$ cat src/rtl/pwc_pkg.sv
package pwc_pkg;

    typedef enum logic [1:0] {
        ST_IDLE         = 2'd0,
        ST_CAPTURE      = 2'd1,
        ST_ACK_HOLD     = 2'd2,
        ST_WAIT_RELEASE = 2'd3
    } cap_state_e;

endpackage

$ cat src/rtl/pwc_sync.sv
module pwc_sync (
    input  logic clk,
    input  logic rst_n,
    input  logic async_in,
    output logic level_o,
    output logic rise_o
);
    typedef struct packed {
        logic meta;
        logic lvl;
        logic prev;
    } sync_t;

    sync_t r_d, r_q;

    always_comb begin
        r_d.meta = async_in;
        r_d.lvl  = r_q.meta;
        r_d.prev = r_q.lvl;
    end

    always_ff @(posedge clk) begin
        if (!rst_n) r_q <= '0;
        else        r_q <= r_d;
    end

    assign level_o = r_q.lvl;
    assign rise_o  = r_q.lvl & ~r_q.prev;
endmodule

$ cat src/rtl/pwc_fifo.sv
module pwc_fifo #(
    parameter int W     = 32,
    parameter int DEPTH = 4
) (
    input  logic         clk,
    input  logic         rst_n,
    input  logic         clr,
    input  logic         wr_en,
    input  logic [W-1:0] wr_data,
    input  logic         rd_en,
    output logic [W-1:0] rd_data,
    output logic         empty,
    output logic         full
);
    localparam int AW = (DEPTH > 1) ? $clog2(DEPTH) : 1;
    localparam int CW = $clog2(DEPTH + 1);

    typedef struct packed {
        logic [AW-1:0] wp;
        logic [AW-1:0] rp;
        logic [CW-1:0] cnt;
    } fptr_t;

    fptr_t f_d, f_q;
    logic [W-1:0] mem_q [DEPTH];
    logic do_wr, do_rd;

    function automatic logic [AW-1:0] bump(input logic [AW-1:0] p);
        return (p == AW'(DEPTH - 1)) ? '0 : p + AW'(1);
    endfunction

    assign empty = (f_q.cnt == '0);
    assign full  = (f_q.cnt == CW'(DEPTH));
    assign do_wr = wr_en && !full;
    assign do_rd = rd_en && !empty;

    always_comb begin
        f_d = f_q;
        if (clr) begin
            f_d = '0;
        end else begin
            if (do_wr) f_d.wp = bump(f_q.wp);
            if (do_rd) f_d.rp = bump(f_q.rp);
            if (do_wr && !do_rd)      f_d.cnt = f_q.cnt + CW'(1);
            else if (do_rd && !do_wr) f_d.cnt = f_q.cnt - CW'(1);
        end
    end

    always_ff @(posedge clk) begin
        if (!rst_n) f_q <= '0;
        else        f_q <= f_d;
    end

    always_ff @(posedge clk) begin
        if (do_wr && !clr) mem_q[f_q.wp] <= wr_data;
    end

    assign rd_data = mem_q[f_q.rp];
endmodule

$ cat src/rtl/pwc_ctrl.sv
module pwc_ctrl
    import pwc_pkg::*;
#(
    parameter int W       = 32,
    parameter int MIN_GAP = 5
) (
    input  logic         clk,
    input  logic         rst_n,
    input  logic         mode_hs,
    input  logic         ack_en,
    input  logic         fifo_clr,
    input  logic         req_lvl,
    input  logic         req_rise,
    input  logic [W-1:0] data_in,
    input  logic         fifo_full,
    output logic         wr_en,
    output logic [W-1:0] wr_data,
    output logic         ack_out,
    output logic         overflow
);
    localparam int GW = $clog2(MIN_GAP + 1);

    typedef struct packed {
        cap_state_e    st;
        logic [W-1:0]  cap;
        logic [GW-1:0] gap;
        logic          ovf;
    } ctrl_t;

    ctrl_t c_d, c_q;
    logic  accept;

    assign accept = req_rise && (c_q.gap == '0) && (c_q.st == ST_IDLE);

    always_comb begin
        c_d   = c_q;
        wr_en = 1'b0;
        if (c_q.gap != '0) c_d.gap = c_q.gap - GW'(1);
        unique case (c_q.st)
            ST_IDLE: begin
                if (accept) begin
                    c_d.cap = data_in;
                    c_d.gap = GW'(MIN_GAP - 1);
                    c_d.st  = ST_CAPTURE;
                end
            end
            ST_CAPTURE: begin
                if (!fifo_full) begin
                    wr_en  = 1'b1;
                    c_d.st = mode_hs ? ST_ACK_HOLD : ST_IDLE;
                end else if (!mode_hs) begin
                    c_d.ovf = 1'b1;
                    c_d.st  = ST_IDLE;
                end
            end
            ST_ACK_HOLD: begin
                if (!req_lvl) c_d.st = ST_WAIT_RELEASE;
            end
            ST_WAIT_RELEASE: begin
                c_d.st = ST_IDLE;
            end
            default: c_d.st = ST_IDLE;
        endcase
        if (fifo_clr) c_d.ovf = 1'b0;
    end

    always_ff @(posedge clk) begin
        if (!rst_n) c_q <= '{st: ST_IDLE, cap: '0, gap: '0, ovf: 1'b0};
        else        c_q <= c_d;
    end

    assign wr_data  = c_q.cap;
    assign ack_out  = ack_en && (c_q.st == ST_ACK_HOLD);
    assign overflow = c_q.ovf;
endmodule

$ cat src/rtl/pword_capture.sv
module pword_capture #(
    parameter int W       = 32,
    parameter int DEPTH   = 4,
    parameter int MIN_GAP = 5
) (
    input  logic         clk,
    input  logic         rst_n,
    input  logic         mode_hs,
    input  logic         ack_en,
    input  logic         fifo_clr,
    input  logic         req_in,
    input  logic [W-1:0] data_in,
    output logic         ack_out,
    input  logic         rd_en,
    output logic [W-1:0] rd_data,
    output logic         fifo_empty,
    output logic         fifo_full,
    output logic         overflow
);
    logic         req_lvl, req_rise, wr_en;
    logic [W-1:0] wr_data;

    pwc_sync sync_i (
        .clk(clk), .rst_n(rst_n), .async_in(req_in),
        .level_o(req_lvl), .rise_o(req_rise)
    );

    pwc_ctrl #(.W(W), .MIN_GAP(MIN_GAP)) ctrl_i (
        .clk(clk), .rst_n(rst_n), .mode_hs(mode_hs), .ack_en(ack_en),
        .fifo_clr(fifo_clr), .req_lvl(req_lvl), .req_rise(req_rise),
        .data_in(data_in), .fifo_full(fifo_full), .wr_en(wr_en),
        .wr_data(wr_data), .ack_out(ack_out), .overflow(overflow)
    );

    pwc_fifo #(.W(W), .DEPTH(DEPTH)) fifo_i (
        .clk(clk), .rst_n(rst_n), .clr(fifo_clr), .wr_en(wr_en),
        .wr_data(wr_data), .rd_en(rd_en), .rd_data(rd_data),
        .empty(fifo_empty), .full(fifo_full)
    );
endmodule

$ cat config.mk
export PLATFORM = sky130hd
export DESIGN_NAME = pword_capture
export DESIGN_NICKNAME = d
export VERILOG_FILES = /design/src/rtl/pwc_pkg.sv /design/src/rtl/pwc_sync.sv /design/src/rtl/pwc_fifo.sv /design/src/rtl/pwc_ctrl.sv /design/src/rtl/pword_capture.sv
export SDC_FILE = /design/constraint.sdc
export NUM_CORES = 1
export LEC_CHECK = 0
export BUFFER_PORTS_ARGS = -buffer_cell sky130_fd_sc_hd__buf_2
export CAP_MARGIN = 5
export CELL_PAD_IN_SITES_DETAIL_PLACEMENT = 1
export CELL_PAD_IN_SITES_GLOBAL_PLACEMENT = 1
export CORE_UTILIZATION = 30
export DETAILED_ROUTE_END_ITERATION = 8
export HOLD_SLACK_MARGIN = 0.1
export PLACE_DENSITY_LB_ADDON = 0.15
export SYNTH_ARGS = -nofsm -noshare
export SYNTH_HDL_FRONTEND = slang
export SYNTH_SLANG_ARGS = --single-unit
$ cat constraint.sdc
create_clock -name clk -period 3.8 [get_ports clk]
set_input_delay 0.19 -clock clk [delete_from_list [all_inputs] [get_ports clk]]
set_output_delay 0.19 -clock clk [all_outputs]
set_load 0.02 [all_outputs]
-- Yosys cells after proc, flatten, opt, wreduce, memory -nomap -nowiden
Memories as Yosys holds them, arrays and structs flattened. A register that Yosys moved wholly into a read port is not among the register bits.
Index checks and enable logic that the tools add are counted.
W data, S select, Z words.
- RAM bits: 128
- register bits: 48
- memories kept: 1
- output and inout port bits: 36
- memories (name ; words ; bits a word ; rd ports ; clocked after Yosys merged registers in ; write ports ; RTL line ; text):
    fifo_i.mem_q ; 4 ; 32 ; 1 ; 1 ; 1 ; pwc_fifo.sv:25 ; logic [W-1:0] mem_q [DEPTH];
- reductions and logical operators: 22
- bitwise logic cells: 4
- add/subtract/negate cells: 5
- eq/ne operators: 9
- mux-type cells: 18
- operator list (kind ; count):
    $mux W37 ; 1
    $mux W2 ; 8
    $mux W3 ; 4
    $eq A2 B2 Y1 const B ; 4
    $logic_and A1 B1 Y1 ; 8
    $pmux W2 S4 ; 1
    $logic_not A3 Y1 ; 2
    $reduce_and A3 Y1 ; 2
    $sub A3 B1 Y3 const B ; 2
    $logic_not A1 Y1 ; 5
    $add A2 B1 Y2 const B ; 2
    $mux W1 ; 4
    $add A3 B1 Y3 const B ; 1
    $eq A3 B3 Y1 const B ; 1
    $ne A3 B3 Y1 const B ; 1
    $not A1 Y1 ; 3
    $reduce_bool A3 Y1 ; 1
    $eq A2 B1 Y1 const B ; 1
    $logic_not A2 Y1 ; 1
    $ne A2 B1 Y1 const B ; 1
    $ne A2 B2 Y1 const B ; 1
    $reduce_and A2 Y1 ; 1
    $reduce_bool A2 Y1 ; 1
    $reduce_or A2 Y1 ; 1
    $and A1 B1 Y1 ; 1

-- Depth between registers and ports, before layout
- depth after elaboration: 8
- mapped depth: 9
- depth with buffers taken out: 9

-- Cells and area by module
Synthesis repeated with hierarchy kept, for this count alone.
- cells, all modules: 427
- area total of the unflattened synthesis: 7019.2 um2
- by module, submodules not included (module ; cells each ; times used ; area each (um2)):
    pwc_fifo ; 217 ; 1 ; 5076.1
    pwc_ctrl ; 203 ; 1 ; 1850.5
    pwc_sync ; 7 ; 1 ; 92.6

-- Worst setup path before layout
Ideal clock, no wire load.
- kind: register to register
- start: reg fifo_i.f_q[1] in the netlist's numbering
- end: reg fifo_i.f_q[2] in the netlist's numbering
- clock period less this slack: 2.167 ns
- data required time: 3.730 ns
- slack: 1.633 ns
- arrival time: 2.097 ns
- cell stages (with the launch flop): 8
- path through: dfxtp_1 -> o31ai_1 -> ha_1 -> inv_1 -> fa_1 -> xor2_1 -> or3_2 -> a21oi_1
- cells in the longest elaborated chain, start to end: 7
- ends and longest elaborated chain (item ; RTL line ; text):
    start: declaration ; pwc_fifo.sv:24 ; fptr_t f_d, f_q;
    start signal: assignment ; pwc_fifo.sv:50 ; if (!rst_n) f_q <= '0;
    start signal: assignment ; pwc_fifo.sv:51 ; else f_q <= f_d;
    $eq A3 B3 Y1 ; pwc_fifo.sv:33 ; assign full = (f_q.cnt == CW'(DEPTH));
    $mux W1 ; pwc_ctrl.sv:48 ; if (!fifo_full) begin
    $mux W1 ; pwc_ctrl.sv:39 ; unique case (c_q.st)
    $logic_and A1 B1 Y1 ; pwc_fifo.sv:34 ; assign do_wr = wr_en && !full;
    $logic_not A1 Y1 ; pwc_fifo.sv:45 ; else if (do_rd && !do_wr) f_d.cnt = f_q.cnt - CW'(1);
    $logic_and A1 B1 Y1 ; pwc_fifo.sv:45 ;
    $reduce_bool A2 Y1 (no source line) ; - ;
Several ways; a longest one is shown, not always the timed one. The select of a mux whose other input is x is not followed.
A chain may end at the register's enable or synchronous reset.

==> flow_results.org <==
** Yosys
- Area share of fa/ha/maj cells after synthesis :: 1.79%
- After synthesis, the largest family of logic cells by area is multiplexers.
- When the netlist entered floorplanning its net count stood at 444.
- Part of the Yosys area used for sequential elements :: 72.1%
- Summing the areas of all compound-gate instances in the mapped netlist gives 1.23% of the synthesized area.
- Cell taking the most area after synthesis :: sky130_fd_sc_hd__edfxtp_1
- After synthesis, the cell types taking the most area are sky130_fd_sc_hd__edfxtp_1 57%, sky130_fd_sc_hd__dfxtp_1 15%, sky130_fd_sc_hd__mux4_2 11%, sky130_fd_sc_hd__mux2i_1 4.9%, sky130_fd_sc_hd__nand2_1 3.7%.
- Avg Synthesized Cell Area :: 17.0 um2
- After synthesis, the netlist uses 37 different library cells.
- After Yosys synthesis, XOR and XNOR cells account for 0.391% of the synthesized area.
- The synthesized design contains 178 register bits.
- For this run, the number of Yosys warnings is 0.
- Proportion of synthesized area in mux cells :: 15.8%
- Simple-gate portion of the synthesized area :: 6.72%
- Number of standard cells after synthesis :: 396
- Summed over its instances, the top area cell type makes up 57.2% of the synthesized netlist area.
- Cell area after synthesis :: 6720 um2

** Placement
- Detailed Place HPWL :: 8.39 mm
- OpenSTA, run right after detailed placement, puts the worst setup slack at 1.35 ns.
- Weighted congestion reported at the end of routability-driven placement :: 0.732
- Buffers placed on the I/O ports in this run total 74.

** Routing
- TritonRoute pass-1 iters :: 4
- The final layout contains routed wiring with a total length of 13.8 mm.
- In the routed layout, each cell is associated on average with a via count of 4.55.
- Dividing the detail-routed wire length by the instance count gives 17.2 um.
- Drt first-iter violations :: 108
- ANT nets after route :: 0
- DRC Markers :: 0
- For this block, the via count after detailed routing is 3651.

** STA
- Setup repair after global routing left no endpoint under its margin.
- Sum Neg Setup Slack :: 0 ns
- Endpoints failing hold :: 0
- Worst Skew :: 0.0101 ns
- Maximum frequency from static timing analysis :: 0.384 GHz
- Tightest Pin Transition :: 0.954 ns
- Measured against its own limit, the worst slew margin works out to 36.4%.
- Minimum period implied by the final worst setup slack :: 2.61 ns
- Setup slack of the critical path after layout :: 1.19 ns
- Setup violations remaining at the end of the flow were counted as 0.
- The worst path uses 68.6% of the clock period.
- Fin. max-slew vios :: 0

** Clock tree
- Later-pin clock latency in the skew report :: 0.42 ns
- Post-CTS timing repair inserted 0 buffers for setup.
- The tree is rooted in a sky130_fd_sc_hd__clkbuf_16.
- Number of sinks handled by clock tree synthesis :: 178
- H-tree depth reported by CTS :: 4
- Count of hold-fix buffers inserted at cts :: 35
- TritonCTS built the clock tree.
- After clock tree synthesis, the clock-pin slew on the worst setup and hold paths is 0.06 ns.
- Post-CTS repair changed the size of 0 cells.
- Counting the buffers created by CTS gives 17.
- The longest clock path from root to sink contains 2 buffers.

** Die
- Row generation in the floorplan step produced 54 rows.
- Die outline width :: 152 um
- After floorplanning, the core was sized to cover 21900 um2.
- Starting density of the core :: 30.7%
- In this run the count of I/O pins placed on the die edge is 75.
- In this run the vertical extent of the chip is 152 um.
- Total Die Area :: 23000 um2

** Critical path
- Along the worst path, the maximum fanout reaches 18.
- The largest single stage delay on the critical path is 0.79 ns.
- The kind of cell with the highest combined delay along the critical path is flip-flops.
- Slowest-stage cell, CP :: sky130_fd_sc_hd__dfxtp_2
- Critical Path End Type :: output port
- Critical Path Source Type :: register
- Walking the worst path, the cells encountered are buf_4 -> mux4_2 -> buf_2.
- Together, buffers and inverters on the worst path number 2.
- The setup path with the least slack is of type reg2out.
- Data on the critical path arrives at its endpoint at 2.42 ns.
- At the worst endpoint, the required time is 3.61 ns.

** Layout
- Area of all sequential standard cells :: 4850 um2
- The final layout contains 557 nets.
- Area of the multi-input gates :: 1750 um2
- Layout Area Growth over Synthesis :: 24.3%
- Counting the fill cells in the layout gives 2234.
- The repair_antennas step left the layout with diodes totalling 0.
- Cells with a size suffix above 1 make up 29.3% of the layout.

** Global route
- The initial antenna violation count came to 0.
- The first global-routing pass estimated 21.5 mm of wire.
- GRT Overall Usage :: 13.0%
- The number of global-route vias before repair came to 3908.
- Pin count of the biggest net entering global routing :: 43
- After global routing the overflow that remains totals 0.

** Power
- Peak supply drop :: 264 uV
- Proportion of power drawn by combinational gates :: 6.7%
- Per report_power, the sequential group accounts for 50.5% of the total.
- The clock network is responsible for 42.8% of the overall power.
- Internal Dissipation :: 3.39 mW
- The analysis attributes to cell leakage a power of 2.94 nW.
- Areal power density over the cells :: 514 nW/um2
- Of the total power, the share spent switching nets is 21.2%.
- P_sw :: 0.911 mW

** Run
- # Max-Cap Violations :: 0

** Worst hold path
- The worst hold path belongs to the class in2reg.

** Run status
- The flow ran to the end, and the final reports show no timing, DRC or antenna violations.
-- cells in the final DEF, fill, tap and decap left out, types with 3 or more instances in the layout --
cell,n
sky130_fd_sc_hd__a21oi_1,4
sky130_fd_sc_hd__and2_1,3
sky130_fd_sc_hd__and2_2,4
sky130_fd_sc_hd__buf_2,74
sky130_fd_sc_hd__buf_4,4
sky130_fd_sc_hd__bufinv_16,4
sky130_fd_sc_hd__clkbuf_16,17
sky130_fd_sc_hd__clkinvlp_4,3
sky130_fd_sc_hd__dfxtp_1,48
sky130_fd_sc_hd__dlygate4sd3_1,35
sky130_fd_sc_hd__edfxtp_1,128
sky130_fd_sc_hd__ha_1,8
sky130_fd_sc_hd__inv_1,7
sky130_fd_sc_hd__mux2i_1,33
sky130_fd_sc_hd__mux4_2,32
sky130_fd_sc_hd__nand2_1,66
sky130_fd_sc_hd__nand2b_1,4
sky130_fd_sc_hd__nor2_1,7
sky130_fd_sc_hd__nor3_1,4
sky130_fd_sc_hd__o21ai_0,3
-- synthesized netlist by cell type --
cell type                     n
sky130_fd_sc_hd__edfxtp_1   128
sky130_fd_sc_hd__nand2_1     66
sky130_fd_sc_hd__dfxtp_1     50
sky130_fd_sc_hd__mux2i_1     33
sky130_fd_sc_hd__mux4_2      32
sky130_fd_sc_hd__ha_1         8
sky130_fd_sc_hd__and2_1       7
sky130_fd_sc_hd__inv_1        7
sky130_fd_sc_hd__nor2_1       7
sky130_fd_sc_hd__buf_2        6
sky130_fd_sc_hd__clkbuf_1     6
sky130_fd_sc_hd__a21oi_1      4
sky130_fd_sc_hd__nand2b_1     4
sky130_fd_sc_hd__nor3_1       4
sky130_fd_sc_hd__buf_1        3
sky130_fd_sc_hd__buf_6        3
sky130_fd_sc_hd__o21ai_0      3
sky130_fd_sc_hd__nand3_1      2
sky130_fd_sc_hd__nor2b_1      2
sky130_fd_sc_hd__o21a_1       2
sky130_fd_sc_hd__o31ai_1      2
sky130_fd_sc_hd__xor2_1       2
sky130_fd_sc_hd__a2111oi_0    1
sky130_fd_sc_hd__and3_2       1
sky130_fd_sc_hd__buf_4        1
sky130_fd_sc_hd__fa_1         1
sky130_fd_sc_hd__inv_2        1
sky130_fd_sc_hd__mux2_2       1
sky130_fd_sc_hd__nand2b_4     1
sky130_fd_sc_hd__nand4_1      1
sky130_fd_sc_hd__nor4_1       1
sky130_fd_sc_hd__o31a_1       1
sky130_fd_sc_hd__or3_1        1
sky130_fd_sc_hd__or3_2        1
sky130_fd_sc_hd__or3b_4       1
sky130_fd_sc_hd__or4_1        1
sky130_fd_sc_hd__xnor2_1      1
-- flip-flops by register name (all words and copies together) (netlist names), named ones only --
name	count
ctrl_i.wr_data	32
sync_i.r_q	1
ctrl_i.overflow	1
sync_i.level_o	1
fifo_i.mem_q	128
fifo_i.f_q	7
sync_i.r_d	1
ctrl_i.c_q	4
-- final timing paths --
check	cells past startpoint	startpoint	endpoint	slack, ns
worst min-delay path	4	rd_en	register	0.20
worst max-delay path	3	register	rd_data[23]	1.19
worst min register to register	1	sync_i.r_d[1]$_SDFF_PN0_	sync_i.level_o$_SDFF_PN0_	0.44
worst max register to register	7	fifo_i.f_q[1]$_SDFFE_PP0P_	fifo_i.f_q[2]$_SDFFE_PP0P_	1.37
-- stage by stage --
step | instances | power, mW | instance area, um2 | hold slack, ns | utilization (%)
after floorplan | 396 | 2.39 | 6720 | 0.317 | -
after global placement | 735 | 2.47 | 7380 | 0.399 | 33.7
after detailed placement | 735 | 2.48 | 7380 | 0.403 | 33.7
after CTS | 802 | 4.36 | 8360 | 0.184 | 38.2
after global routing | 802 | 4.46 | 8360 | 0.247 | 38.2
final | 802 | 4.30 | 8360 | 0.201 | 38.2
-- per-layer routing --
metal | vias up | part of all wire, % | global-route usage (%)
met5 | - | 0 | 0
met4 | 0 | 1.0 | 4.46
met3 | 13 | 4.0 | 3.44
met2 | 77 | 49 | 21.4
met1 | 1845 | 46 | 16.4
li1 | 1716 | - | -
-- cells by family (layout without fill, tap and decap cells) --
group / after synthesis / after routing
buffers and inverters: 27 / 153
adder cells (fa/ha/maj): 9 / 9
XOR/XNOR: 3 / 3
multiplexers: 66 / 66
AND/OR/NAND/NOR: 100 / 100
flip-flops: 178 / 178
AO/OA/AOI/OAI: 13 / 13
-- worst min-delay path: cells and delay by family --
family | cells | cell delay [ns]
buffers and inverters | 1 | 0.08
AOI/OAI and AO/OA | 2 | 0.20
and+or+nand+nor | 1 | 0.10
-- power groups by stage --
stage / Combinational, mW / Clock [mW] / Sequential (mW)
final: 0.287 / 1.84 / 2.17
after global routing: 0.323 / 1.96 / 2.18
after CTS: 0.298 / 1.89 / 2.17
after detailed placement: 0.270 / 0 / 2.21
after global placement: 0.261 / 0 / 2.21
after floorplan: 0.198 / 0 / 2.19
-- cell type report --
class / count / area share [%]
Sequential cell: 178 / 58.0
Multi-Input combinational cell: 191 / 21.0
Timing Repair Buffer: 113 / 8.98
Clock buffer: 18 / 5.25
Tap cell: 280 / 4.19
Clock inverter: 14 / 2.23
Inverter: 8 / 0.359
Note: power is estimated with default switching activity, not from simulation.
